### src/rtl/swd_xact_pkg.sv
package swd_xact_pkg;

    localparam int WORD_W     = 32;
    localparam int REQ_BITS   = 8;
    localparam int FLUSH_CLKS = 8;

    localparam logic [2:0] ACK_OK    = 3'b001;
    localparam logic [2:0] ACK_WAIT  = 3'b010;
    localparam logic [2:0] ACK_FAULT = 3'b100;

    typedef enum logic [2:0] {
        ST_OK      = 3'd0,
        ST_FAULT   = 3'd1,
        ST_PROTO   = 3'd2,
        ST_PARITY  = 3'd3,
        ST_TIMEOUT = 3'd4
    } swd_status_e;

    typedef enum logic [3:0] {
        PH_IDLE, PH_REQ, PH_TRN1, PH_ACK, PH_RDATA,
        PH_TRN2, PH_WDATA, PH_IDLEC, PH_DONE
    } swd_phase_e;

    typedef struct packed {
        logic              ap;
        logic              rnw;
        logic [1:0]        addr;
        logic [WORD_W-1:0] wdata;
    } swd_cmd_t;

    // Header, transmitted bit 0 first.
    function automatic logic [7:0] build_request(logic ap, logic rnw, logic [1:0] addr);
        return {1'b1, 1'b0, ap ^ rnw ^ addr[0] ^ addr[1], addr[1], addr[0], rnw, ap, 1'b1};
    endfunction

    function automatic swd_status_e ack_to_status(logic [2:0] ack);
        return (ack == ACK_FAULT) ? ST_FAULT : ST_PROTO;
    endfunction

endpackage

### src/rtl/swd_clk_gen.sv
module swd_clk_gen #(
    parameter int DIV_W = 8
) (
    input  logic             clk,
    input  logic             rst,
    input  logic             en,
    input  logic [DIV_W-1:0] half_div,
    output logic             swclk,
    output logic             rise_stb,
    output logic             fall_stb
);
    logic [DIV_W-1:0] cnt_q;
    logic             hi_q;
    logic [DIV_W-1:0] lim;
    logic             last;

    assign lim      = (half_div == '0) ? '0 : half_div - 1'b1;
    assign last     = en && (cnt_q >= lim);
    assign rise_stb = last && !hi_q;
    assign fall_stb = last && hi_q;
    assign swclk    = hi_q;

    always_ff @(posedge clk) begin
        if (rst || !en) begin
            cnt_q <= '0;
            hi_q  <= 1'b0;
        end else if (last) begin
            cnt_q <= '0;
            hi_q  <= ~hi_q;
        end else begin
            cnt_q <= cnt_q + 1'b1;
        end
    end

    // a stopped timer leaves the clock pin low.
    assert_clk_low_when_off_R9: assert property (@(posedge clk) disable iff (rst)
        !en |=> !swclk);

endmodule

### src/rtl/swd_xact_seq.sv
module swd_xact_seq
    import swd_xact_pkg::*;
#(
    parameter int IDLE_W  = 8,
    parameter int RETRY_W = 8
) (
    input  logic               clk,
    input  logic               rst,
    input  logic               cmd_valid,
    output logic               cmd_ready,
    input  logic               cmd_flush,
    input  swd_cmd_t           cmd,
    input  logic [IDLE_W-1:0]  idle_cycles,
    input  logic [RETRY_W-1:0] retry_limit,
    input  logic               rise_stb,
    input  logic               fall_stb,
    input  logic               swdio_in,
    output logic               run,
    output logic               swdio_out,
    output logic               swdio_oe,
    output logic               rsp_valid,
    output logic [WORD_W-1:0]  rsp_rdata,
    output swd_status_e        rsp_status
);
    localparam int BIT_IW = $clog2(WORD_W + 1);
    localparam int CNT_W  = (IDLE_W > BIT_IW) ? IDLE_W : BIT_IW;

    swd_phase_e         ph_q;
    swd_cmd_t           cmd_q;
    logic               flush_q;
    logic [CNT_W-1:0]   cnt_q;
    logic [2:0]         ack_q;
    logic [WORD_W:0]    rbits_q;
    logic [RETRY_W-1:0] retry_q;
    swd_status_e        sticky_q;
    swd_status_e        status_q;
    logic [WORD_W-1:0]  rdata_q;

    logic [7:0]         req_byte;
    logic [WORD_W:0]    wbits;
    logic [CNT_W-1:0]   idle_target;
    swd_phase_e         post_ph;
    logic               rd_par_bad;

    assign req_byte    = build_request(cmd_q.ap, cmd_q.rnw, cmd_q.addr);
    assign wbits       = {^cmd_q.wdata, cmd_q.wdata};
    assign idle_target = flush_q ? CNT_W'(FLUSH_CLKS) : CNT_W'(idle_cycles);
    assign post_ph     = (cmd_q.ap && idle_cycles != '0) ? PH_IDLEC : PH_DONE;
    assign rd_par_bad  = rbits_q[WORD_W] != ^rbits_q[WORD_W-1:0];

    assign cmd_ready  = (ph_q == PH_IDLE);
    assign run        = (ph_q != PH_IDLE) && (ph_q != PH_DONE);
    assign rsp_valid  = (ph_q == PH_DONE);
    assign rsp_rdata  = rdata_q;
    assign rsp_status = status_q;

    always_comb begin
        swdio_oe  = 1'b1;
        swdio_out = 1'b0;
        case (ph_q)
            PH_REQ:   swdio_out = req_byte[cnt_q[2:0]];
            PH_WDATA: swdio_out = wbits[cnt_q[BIT_IW-1:0]];
            PH_TRN1, PH_ACK, PH_RDATA, PH_TRN2, PH_IDLEC: swdio_oe = 1'b0;
            default: ;
        endcase
    end

    always_ff @(posedge clk) begin
        if (rst) begin
            ph_q     <= PH_IDLE;
            cmd_q    <= '0;
            flush_q  <= 1'b0;
            cnt_q    <= '0;
            ack_q    <= '0;
            rbits_q  <= '0;
            retry_q  <= '0;
            sticky_q <= ST_OK;
            status_q <= ST_OK;
            rdata_q  <= '0;
        end else begin
            if (rise_stb) begin
                if (ph_q == PH_ACK)   ack_q[cnt_q[1:0]] <= swdio_in;
                if (ph_q == PH_RDATA) rbits_q[cnt_q[BIT_IW-1:0]] <= swdio_in;
            end
            case (ph_q)
                PH_IDLE: if (cmd_valid) begin
                    cmd_q    <= cmd;
                    flush_q  <= cmd_flush;
                    cnt_q    <= '0;
                    retry_q  <= '0;
                    rdata_q  <= '0;
                    status_q <= sticky_q;
                    if (cmd_flush)               ph_q <= PH_IDLEC;
                    else if (sticky_q != ST_OK)  ph_q <= PH_DONE;
                    else                         ph_q <= PH_REQ;
                end
                PH_DONE: begin
                    ph_q <= PH_IDLE;
                    if (flush_q) sticky_q <= ST_OK;
                end
                default: if (fall_stb) begin
                    cnt_q <= cnt_q + 1'b1;
                    case (ph_q)
                        PH_REQ: if (cnt_q == CNT_W'(REQ_BITS - 1)) begin
                            ph_q  <= PH_TRN1;
                            cnt_q <= '0;
                        end
                        PH_TRN1: begin
                            ph_q  <= PH_ACK;
                            cnt_q <= '0;
                        end
                        PH_ACK: if (cnt_q == CNT_W'(2)) begin
                            ph_q  <= cmd_q.rnw ? PH_RDATA : PH_TRN2;
                            cnt_q <= '0;
                        end
                        PH_RDATA: if (cnt_q == CNT_W'(WORD_W)) begin
                            ph_q  <= PH_TRN2;
                            cnt_q <= '0;
                        end
                        PH_TRN2: begin
                            cnt_q <= '0;
                            if (ack_q == ACK_WAIT) begin
                                if (retry_limit != '0 && retry_q == retry_limit) begin
                                    sticky_q <= ST_TIMEOUT;
                                    status_q <= ST_TIMEOUT;
                                    ph_q     <= PH_DONE;
                                end else begin
                                    retry_q <= retry_q + 1'b1;
                                    ph_q    <= PH_REQ;
                                end
                            end else if (ack_q != ACK_OK) begin
                                sticky_q <= ack_to_status(ack_q);
                                status_q <= ack_to_status(ack_q);
                                ph_q     <= PH_DONE;
                            end else if (cmd_q.rnw && rd_par_bad) begin
                                sticky_q <= ST_PARITY;
                                status_q <= ST_PARITY;
                                ph_q     <= PH_DONE;
                            end else if (!cmd_q.rnw) begin
                                ph_q <= PH_WDATA;
                            end else begin
                                rdata_q  <= rbits_q[WORD_W-1:0];
                                status_q <= ST_OK;
                                ph_q     <= post_ph;
                            end
                        end
                        PH_WDATA: if (cnt_q == CNT_W'(WORD_W)) begin
                            cnt_q    <= '0;
                            status_q <= ST_OK;
                            ph_q     <= post_ph;
                        end
                        PH_IDLEC: if (cnt_q == idle_target - 1'b1) begin
                            ph_q <= PH_DONE;
                        end
                        default: ;
                    endcase
                end
            endcase
        end
    end

    // a response lasts exactly one cycle.
    assert_rsp_single_R3: assert property (@(posedge clk) disable iff (rst)
        rsp_valid |=> !rsp_valid);

    // a response that is not OK never carries read data.
    assert_err_no_data_R8: assert property (@(posedge clk) disable iff (rst)
        (rsp_valid && rsp_status != ST_OK) |-> (rsp_rdata == '0));

    // with a sticky error, a read or write goes straight to the response.
    assert_skip_when_sticky_R9: assert property (@(posedge clk) disable iff (rst)
        (cmd_ready && cmd_valid && !cmd_flush && sticky_q != ST_OK) |=> rsp_valid);

    // a flush response leaves the sticky status cleared.
    assert_flush_clears_R10: assert property (@(posedge clk) disable iff (rst)
        (rsp_valid && flush_q) |=> (sticky_q == ST_OK));

    // the repeat counter never passes a non-zero limit.
    assert_retry_bound_R6: assert property (@(posedge clk) disable iff (rst)
        (!cmd_ready && retry_limit != '0) |-> (retry_q <= retry_limit));

endmodule

### src/rtl/swd_xact_engine.sv
module swd_xact_engine
    import swd_xact_pkg::*;
#(
    parameter int DIV_W   = 8,
    parameter int IDLE_W  = 8,
    parameter int RETRY_W = 8
) (
    input  logic               clk,
    input  logic               rst,
    input  logic               cmd_valid,
    output logic               cmd_ready,
    input  logic               cmd_flush,
    input  logic               cmd_ap,
    input  logic               cmd_rnw,
    input  logic [1:0]         cmd_addr,
    input  logic [31:0]        cmd_wdata,
    input  logic [DIV_W-1:0]   cfg_half_div,
    input  logic [IDLE_W-1:0]  cfg_idle_clks,
    input  logic [RETRY_W-1:0] cfg_retry_max,
    output logic               rsp_valid,
    output logic [31:0]        rsp_rdata,
    output logic [2:0]         rsp_status,
    output logic               swclk,
    output logic               swdio_out,
    output logic               swdio_oe,
    input  logic               swdio_in
);
    swd_cmd_t    cmd_s;
    swd_status_e status_s;
    logic        run, rise_stb, fall_stb;

    assign cmd_s      = '{ap: cmd_ap, rnw: cmd_rnw, addr: cmd_addr, wdata: cmd_wdata};
    assign rsp_status = status_s;

    swd_clk_gen #(.DIV_W(DIV_W)) i_clk_gen (
        .clk      (clk),
        .rst      (rst),
        .en       (run),
        .half_div (cfg_half_div),
        .swclk    (swclk),
        .rise_stb (rise_stb),
        .fall_stb (fall_stb)
    );

    swd_xact_seq #(.IDLE_W(IDLE_W), .RETRY_W(RETRY_W)) i_seq (
        .clk         (clk),
        .rst         (rst),
        .cmd_valid   (cmd_valid),
        .cmd_ready   (cmd_ready),
        .cmd_flush   (cmd_flush),
        .cmd         (cmd_s),
        .idle_cycles (cfg_idle_clks),
        .retry_limit (cfg_retry_max),
        .rise_stb    (rise_stb),
        .fall_stb    (fall_stb),
        .swdio_in    (swdio_in),
        .run         (run),
        .swdio_out   (swdio_out),
        .swdio_oe    (swdio_oe),
        .rsp_valid   (rsp_valid),
        .rsp_rdata   (rsp_rdata),
        .rsp_status  (status_s)
    );

    // the pin outputs hold still for the whole high half of the clock.
    assert_data_stable_high_R2: assert property (@(posedge clk) disable iff (rst)
        (swclk && $past(swclk)) |-> ($stable(swdio_out) && $stable(swdio_oe)));

endmodule

### config.mk
export PLATFORM = sky130hd
export DESIGN_NAME = swd_xact_engine
export DESIGN_NICKNAME = d
export VERILOG_FILES = /design/src/rtl/swd_xact_pkg.sv /design/src/rtl/swd_clk_gen.sv /design/src/rtl/swd_xact_seq.sv /design/src/rtl/swd_xact_engine.sv
export SDC_FILE = /design/constraint.sdc
export NUM_CORES = 1
export LEC_CHECK = 0
export ABC_AREA = 1
export CORE_MARGIN = 4
export CORE_UTILIZATION = 42
export CTS_BUF_LIST = sky130_fd_sc_hd__clkbuf_16
export CTS_CLUSTER_SIZE = 10
export DETAILED_ROUTE_END_ITERATION = 16
export GPL_TIMING_DRIVEN = 0
export PLACE_DENSITY = 0.66
export SETUP_SLACK_MARGIN = 0.15
export SLEW_MARGIN = 20
export SYNTH_ARGS = -nofsm -noshare
export SYNTH_HDL_FRONTEND = slang
export SYNTH_HIERARCHICAL = 1
export SYNTH_SLANG_ARGS = --single-unit
### constraint.sdc
create_clock -name clk -period 3.25 [get_ports clk]
set_clock_uncertainty 0.2 [all_clocks]
set_input_delay 0.325 -clock clk [delete_from_list [all_inputs] [get_ports clk]]
set_output_delay 0.325 -clock clk [all_outputs]
set_load 0.05 [all_outputs]
==> results_dict.tcl, run 1 <==
set metrics [dict create \
    synth_area_leader_cell "dfxtp_1" \
    endpoint_kind "primary output" \
    cts.clk_slew.worst_paths_ns 0.06 \
    cts_root_buffer "clkbuf_16" \
    period_share 0.922 \
    synth.distinct_cells 44 \
    ys_ff_latch 140 \
    p_int_uw 4070 \
    synthAdderAreaFrac 0.0246 \
    nets 1458 \
    drc 0 \
    utilization 0.554 \
    drive_above_1_share 0.107 \
    timing.final.crit_period_ns 3.00 \
    rsz0062_at_grt "no" \
    core_um2 18900 \
    gp_congestion 0.914 \
    drt-vias-per-instance 5.09 \
    holdBufCountCts 0 \
    worst-path-buf-inv 3 \
    ant_nets 0 \
    synth_area_leaders "dfxtp_1 (34%), nand2_1 (19%), a21oi_1 (8.1%)" \
    p_leak_uw 0.00420 \
    port_buffers 104 \
    clock_sinks 140 \
    setup-violations-final 0 \
    wl_per_cell_um 14.2 \
    synth_cells 1237 \
    grt_pass1_wl_um 38100 \
    via_count 8393 \
    synthSimpleGateAreaFrac 0.317 \
    outcome "complete, no violations" \
    cts.path.max_buffers 2 \
    synth_most_common_cell "nand2_1" \
    synth_compound_area_frac 0.165 \
    cp.required_ns 2.72 \
    drt_iter0_drc 615 \
    h-tree-depth 4 \
    io_pins 105 \
    switchingPower_uw 2710 \
    syn_nets 1318 \
    cts_buffers 17 \
    drt_pre_antenna_iters 6 \
    hold_class "reg2reg" \
    maxSlewHeadroom 0.349 \
    netlist_top_cells_count "nand2_1 (404), dfxtp_1 (140), a21oi_1 (132)" \
    die-area_um2 21700 \
    overflow 0 \
    fp.dieH_um 147 \
    syn_to_final_growth_pct 28.6 \
    synthXorXnorAreaFrac 0.0657 \
    final-instance-count-excl-fill 1648 \
    grtUsageTotal 0.215 \
    critPathArrivalTime_ns 2.47 \
    worstSkewPairLatency_ns 0.42 \
    yosysWarningCount 6 \
    synth_mux_area_frac 0 \
    n_antenna_cell 0 \
    nFillCells 1871 \
    worstPathCellList "clkbuf_4 -> inv_2 -> nand3_2 -> o22ai_1 -> o41ai_2 -> nand4_1 -> nand3b_1 -> nand2_1 -> buf_6" \
    synth_top_family_by_area "simple AND/OR/NAND/NOR gates" \
    p_sw_frac 0.399 \
    grt_max_degree 17 \
    grt_pass1_vias 7737 \
    fmax_mhz 334 \
    finalHoldViolations 0 \
    p_seq_frac 0.304 \
    die_w_um 147 \
    synth_area_um2 8140 \
    synth_edf_count 0 \
    worst_slew_pin_slew_ns 0.969 \
    avgSynthCellArea_um2 6.58 \
    p_comb_frac 0.417 \
    cts_tree "yes" \
    worstSetupStartpointType "flop" \
    antenna_found_initial 0 \
    dp_hpwl_um 17400 \
    dpl.cell_count 1601 \
    synth_ff_type "dfxtp_1" \
    drv_slew 0 \
    ir_worst_vdd_mv 0.482 \
    cp_slowest_cell "dfxtp_1" \
    crit_fanout 9 \
    ys_seq_area_frac 0.344 \
    max_cap_violations 0 \
    critPathKind "reg2out" \
    initial_utilization 0.431 \
    drt_wl_total_um 23400 \
    power.share.clock 0.279 \
    async_reset_ff_frac 0 \
    cpPeakStageDelay_ns 0.38 \
    rows 50 \
    cp_top_family "simple AND/OR/NAND/NOR gates" \
    p_per_area_nw_per_um2 648 \
    synth_top_area_frac 0.344 \
]
## worst paths after layout
| kind | depth (start not counted) | start | slack, ns | end |
|---|---|---|---|---|
| worst max register to register | 18 | i_clk_gen/cnt_q[0] | 0.49 | i_seq/ph_q[0] |
| worst min register to register | 2 | i_seq/rsp_status[2] | 0.24 | i_seq/rsp_status[2] |
| worst min-delay path | 2 | i_seq/rsp_status[2] | 0.24 | i_seq/rsp_status[2] |
| worst max-delay path | 9 | i_seq/cnt_q[1] | 0.25 | swdio_out |
## worst min-delay path: stages, from the launching register on
cell and delay (ns):
dfxtp_1 0.30, inv_1 0.04, a21oi_1 0.05
## layer usage
layer | global-route usage | part of all wire | up-vias
met4 | 0.0694 | 0.014 | 0
met5 | 0 | 0 | -
met1 | 0.286 | 0.45 | 3804
met3 | 0.0355 | 0.061 | 23
met2 | 0.358 | 0.47 | 251
li1 | - | - | 4315
## power groups by stage
stage,Combinational (uW),Clock [uW],Sequential (uW)
final,2830,1890,2060
after detailed placement,2680,0,2090
after CTS,2770,1930,2060
after global placement,2670,0,2080
after floorplan,1920,0,2120
after global routing,3130,2010,2080
## sequential cells by signal, summed over array words and instances (netlist names)
| signal | flops |
|---|---|
| i_seq/rsp_status | 3 |
| i_seq/cnt_q | 8 |
| i_seq/sticky_q | 3 |
| i_seq/ack_q | 3 |
| i_seq/ph_q | 4 |
| i_seq/flush_q | 1 |
| i_seq/rsp_rdata | 32 |
| i_clk_gen/swclk | 1 |
| i_clk_gen/cnt_q | 8 |
| i_seq/cmd_q | 36 |
| i_seq/rbits_q | 33 |
| i_seq/retry_q | 8 |
## kinds of logic (layout without fill, tap and decap cells)
logic type / count (synthesis) / count (layout)
AO/OA/AOI/OAI: 236 / 236
XOR/XNOR: 61 / 61
adder cells (fa/ha/maj): 16 / 16
buffers and inverters: 172 / 323
flip-flops: 140 / 140
AND/OR/NAND/NOR: 612 / 612
## placed cells by master, fill, tap and decap left out, types with 11 or more instances in the layout
cell type,instances
o22ai_1,11
nor2_4,15
a21oi_1,130
inv_2,15
dfxtp_1,139
nand3_1,29
ha_1,15
nand4_1,11
buf_4,17
xor2_1,23
clkdlybuf4s50_1,93
clkbuf_1,30
a311oi_1,18
nor2_1,82
xnor2_1,38
nor2_2,15
nand2_1,396
nor3_1,22
clkbuf_16,17
o21ai_0,35
inv_1,117
## area by class of cell
type | instances | area (um^2) | share of cell area
Buffer | 41 | 196 | 0.0188
Multi-Input combinational cell | 925 | 4900 | 0.468
Clock inverter | 13 | 136 | 0.0130
Timing Repair Buffer | 121 | 1180 | 0.112
Inverter | 131 | 500 | 0.0478
Tap cell | 260 | 325 | 0.0311
Clock buffer | 17 | 425 | 0.0407
Sequential cell | 140 | 2800 | 0.268
## per-stage QoR
stage	worst slack, ns	TNS, ns	hold slack [ns]	instance area, um^2	power, uW
2_1_floorplan	0.174	0	0.230	8140	4040
3_3_place_gp	-1.08	-63.69	0.236	9500	4750
3_5_place_dp	-1.12	-67.38	0.242	9500	4770
4_1_cts	0.114	0	0.238	10300	6760
5_1_grt	0.138	0	0.245	10500	7220
6_report	0.253	0	0.243	10500	6780
## what timing repair did
action                                  CTS  global route
gates resized for setup                  75            44
pin swaps                                21            28
setup buffers                            11             6
hold endpoints to repair                  0             0
endpoints found under the setup margin   88            89
No activity file was read; power rests on OpenSTA's default activity.
==> inputs of run 2 (changes only) <==
- CELL_PAD_IN_SITES_DETAIL_PLACEMENT: unset -> 2
- CELL_PAD_IN_SITES_GLOBAL_PLACEMENT: unset -> 2
- CORE_UTILIZATION: 42 -> 28
- PLACE_DENSITY: 0.66 -> unset
- PLACE_DENSITY_LB_ADDON: unset -> 0.1
- SYNTH_HIERARCHICAL: 1 -> unset
==> results_dict.tcl, run 2 <==
set metrics [dict create \
    cts_root_buffer "clkbuf_16" \
    drive_above_1_share 0.145 \
    synth_area_leaders "dfxtp_1 (32%), nand2_1 (17%), inv_1 (7.4%)" \
    drc 0 \
    switchingPower_uw 3990 \
    cts.clk_slew.worst_paths_ns 0.08 \
    power.share.clock 0.244 \
    nets 1615 \
    synth.distinct_cells 44 \
    grt_pass1_wl_um 53600 \
    drv_slew 0 \
    hold_ws_ns 0.274 \
    port_buffers 103 \
    drt_pre_antenna_iters 5 \
    final_common_cell "nand2_1" \
    antenna_found_initial 0 \
    gp_congestion 0.833 \
    largest-register "i_seq.cmd_q" \
    via_count 9485 \
    n_antenna_cell 0 \
    clock_sinks 140 \
    hold_class "in2reg" \
    synthXorXnorAreaFrac 0.0522 \
    synth_compound_area_frac 0.125 \
    period_share 0.987 \
    dp_hpwl_um 25800 \
    placed_cell_area_um2 10200 \
    p_leak_uw 0.00484 \
    synth_edf_count 0 \
    die-area_um2 34000 \
    initial_utilization 0.284 \
    ant_nets 0 \
    syn_to_final_growth_pct 32.5 \
    drt_wl_total_um 34100 \
    synth_most_common_cell "nand2_1" \
    timing.final.ws_setup_ns 0.0424 \
    synth_ff_type "dfxtp_1" \
    endpoint_kind "primary output" \
    netlist_top_cells_count "nand2_1 (393), inv_1 (172), dfxtp_1 (140)" \
    fp.dieH_um 184 \
    drt_iter0_drc 331 \
    max_cap_violations 0 \
    p_int_uw 4670 \
    p_sw_frac 0.461 \
    synthAdderAreaFrac 0.0230 \
    critPathArrivalTime_ns 2.68 \
    cts_tree "yes" \
    synth_top_area_frac 0.322 \
    critPathKind "reg2out" \
    syn_nets 1462 \
    ys_ff_latch 140 \
    avgSynthCellArea_um2 6.31 \
    die_w_um 184 \
    finalHoldViolations 0 \
    worstSetupStartpointType "flop" \
    tns_ns 0 \
    drt-vias-per-instance 4.88 \
    dpl.cell_count 1880 \
    synthSimpleGateAreaFrac 0.361 \
    preCtsSetupSlack_ns -1.25 \
    timing.final.crit_period_ns 3.21 \
    rows 64 \
    final-instance-count-excl-fill 1943 \
    crit_fanout 10 \
    rsz0062_at_grt "yes" \
    cp.required_ns 2.72 \
    wl_per_cell_um 17.5 \
    synth_mux_area_frac 0 \
    ys_seq_area_frac 0.322 \
    p_per_area_nw_per_um2 750 \
    synth_cells 1381 \
    grt_pass1_vias 10100 \
    synth_area_leader_cell "dfxtp_1" \
    maxSlewHeadroom 0.366 \
    ir_worst_vdd_mv 0.348 \
    async_reset_ff_frac 0 \
    worst_slew_pin_slew_ns 0.951 \
    grt_max_degree 17 \
    grtUsageTotal 0.197 \
    layout.cells.most_common_list "nand2_1 (387), inv_1 (163), dfxtp_1 (140), nor2_1 (114), nand3_1 (96)" \
    worstSkewPairLatency_ns 0.43 \
    core_um2 30700 \
    io_pins 105 \
    p_comb_frac 0.496 \
    p_seq_frac 0.260 \
    yosysWarningCount 0 \
    synth_top_family_by_area "simple AND/OR/NAND/NOR gates" \
    fmax_mhz 312 \
    synth_area_um2 8720 \
    final_area_um2 11600 \
    cts.path.max_buffers 2 \
    h-tree-depth 4 \
    outcome "complete, no violations" \
    largest_reg_flops 36 \
    overflow 0 \
    cts_buffers 17 \
    setup-violations-final 0 \
]
## run 2: changes by cell type after synthesis, moves of 6 or more
cell / previous run / this run
nand3_1: 32 / 104
nor3_1: 24 / 36
nor2_2: 14 / 8
a31oi_1: 4 / 15
inv_2: 4 / 38
nand2_1: 404 / 393
buf_2: 6 / 16
nor4_1: 4 / 18
nor2_1: 96 / 123
a21oi_1: 132 / 77
inv_1: 127 / 172
nand2_2: 4 / 16
xnor2_1: 38 / 29
## run 2: final cells by class
class	instances	area, um^2
sequential	140	2800
tap	396	495
inverter	211	812
timing repair buffer	134	1260
buffer	50	278
multi-input combinational	980	5290
clock buffer	17	425
fill	3722	19100
clock inverter	15	194
## run 2: logic make-up after synthesis
kind of cell               count (synthesis)
AOI/OAI and AO/OA                        183
adders and majority gates                 16
buffers and inverters                    261
xor gates and xnor gates                  52
DFF                                      140
and+or+nand+nor                          729
## run 2: path summary, 6_finish.rpt
path / from / to / slack [ns] / cells past startpoint
setup / recovery: i_seq.cnt_q[0] / swdio_out / 0.04 / 10
hold / removal: cmd_wdata[13] / i_seq.cmd_q[13] / 0.27 / 3
setup reg to reg: i_seq.cnt_q[0] / i_seq.ph_q[2] / 0.49 / 14
hold reg to reg: i_clk_gen.cnt_q[0] / i_clk_gen.cnt_q[0] / 0.28 / 1
## run 2: metrics by stage
step / utilization / power (uW)
detailed placement: 0.334 / 6290
finish: 0.377 / 8660
global placement: 0.334 / 6170
global route: 0.377 / 9250
CTS: 0.365 / 8560
floorplan: - / 4990
## run 2: power groups by stage
stage | Sequential (uW) | Clock (uW) | Combinational (uW)
finish | 2250 | 2110 | 4300
global route | 2300 | 2220 | 4720
CTS | 2260 | 2170 | 4130
detailed placement | 2300 | 0 | 3990
global placement | 2290 | 0 | 3890
floorplan | 2750 | 0 | 2240
## run 2: worst max-delay path, cell delays in order (launching register included)
cell and delay (ns):
dfxtp_1 0.37, buf_4 0.26, clkinvlp_4 0.18, nand3_4 0.17, o22ai_1 0.11, o41ai_1 0.41
nand3_1 0.21, nor3_2 0.18, nand2_1 0.07, nand2_1 0.12, buf_6 0.18
## run 2: metal layers
| layer | share of wire | vias up | routed length (um) | track usage |
|---|---|---|---|---|
| met5 | 0 | - | 0 | 0 |
| li1 | - | 4728 | - | - |
| met3 | 0.021 | 18 | 721 | 0.0245 |
| met2 | 0.50 | 107 | 16900 | 0.355 |
| met1 | 0.47 | 4632 | 16000 | 0.255 |
| met4 | 0.011 | 0 | 374 | 0.0343 |
## run 2: timing repair
action,in CTS,in global routing
buffers inserted,11,20
setup endpoints to repair,105,96
gates resized for setup,79,61
pin swaps,16,32
hold buffers,0,0
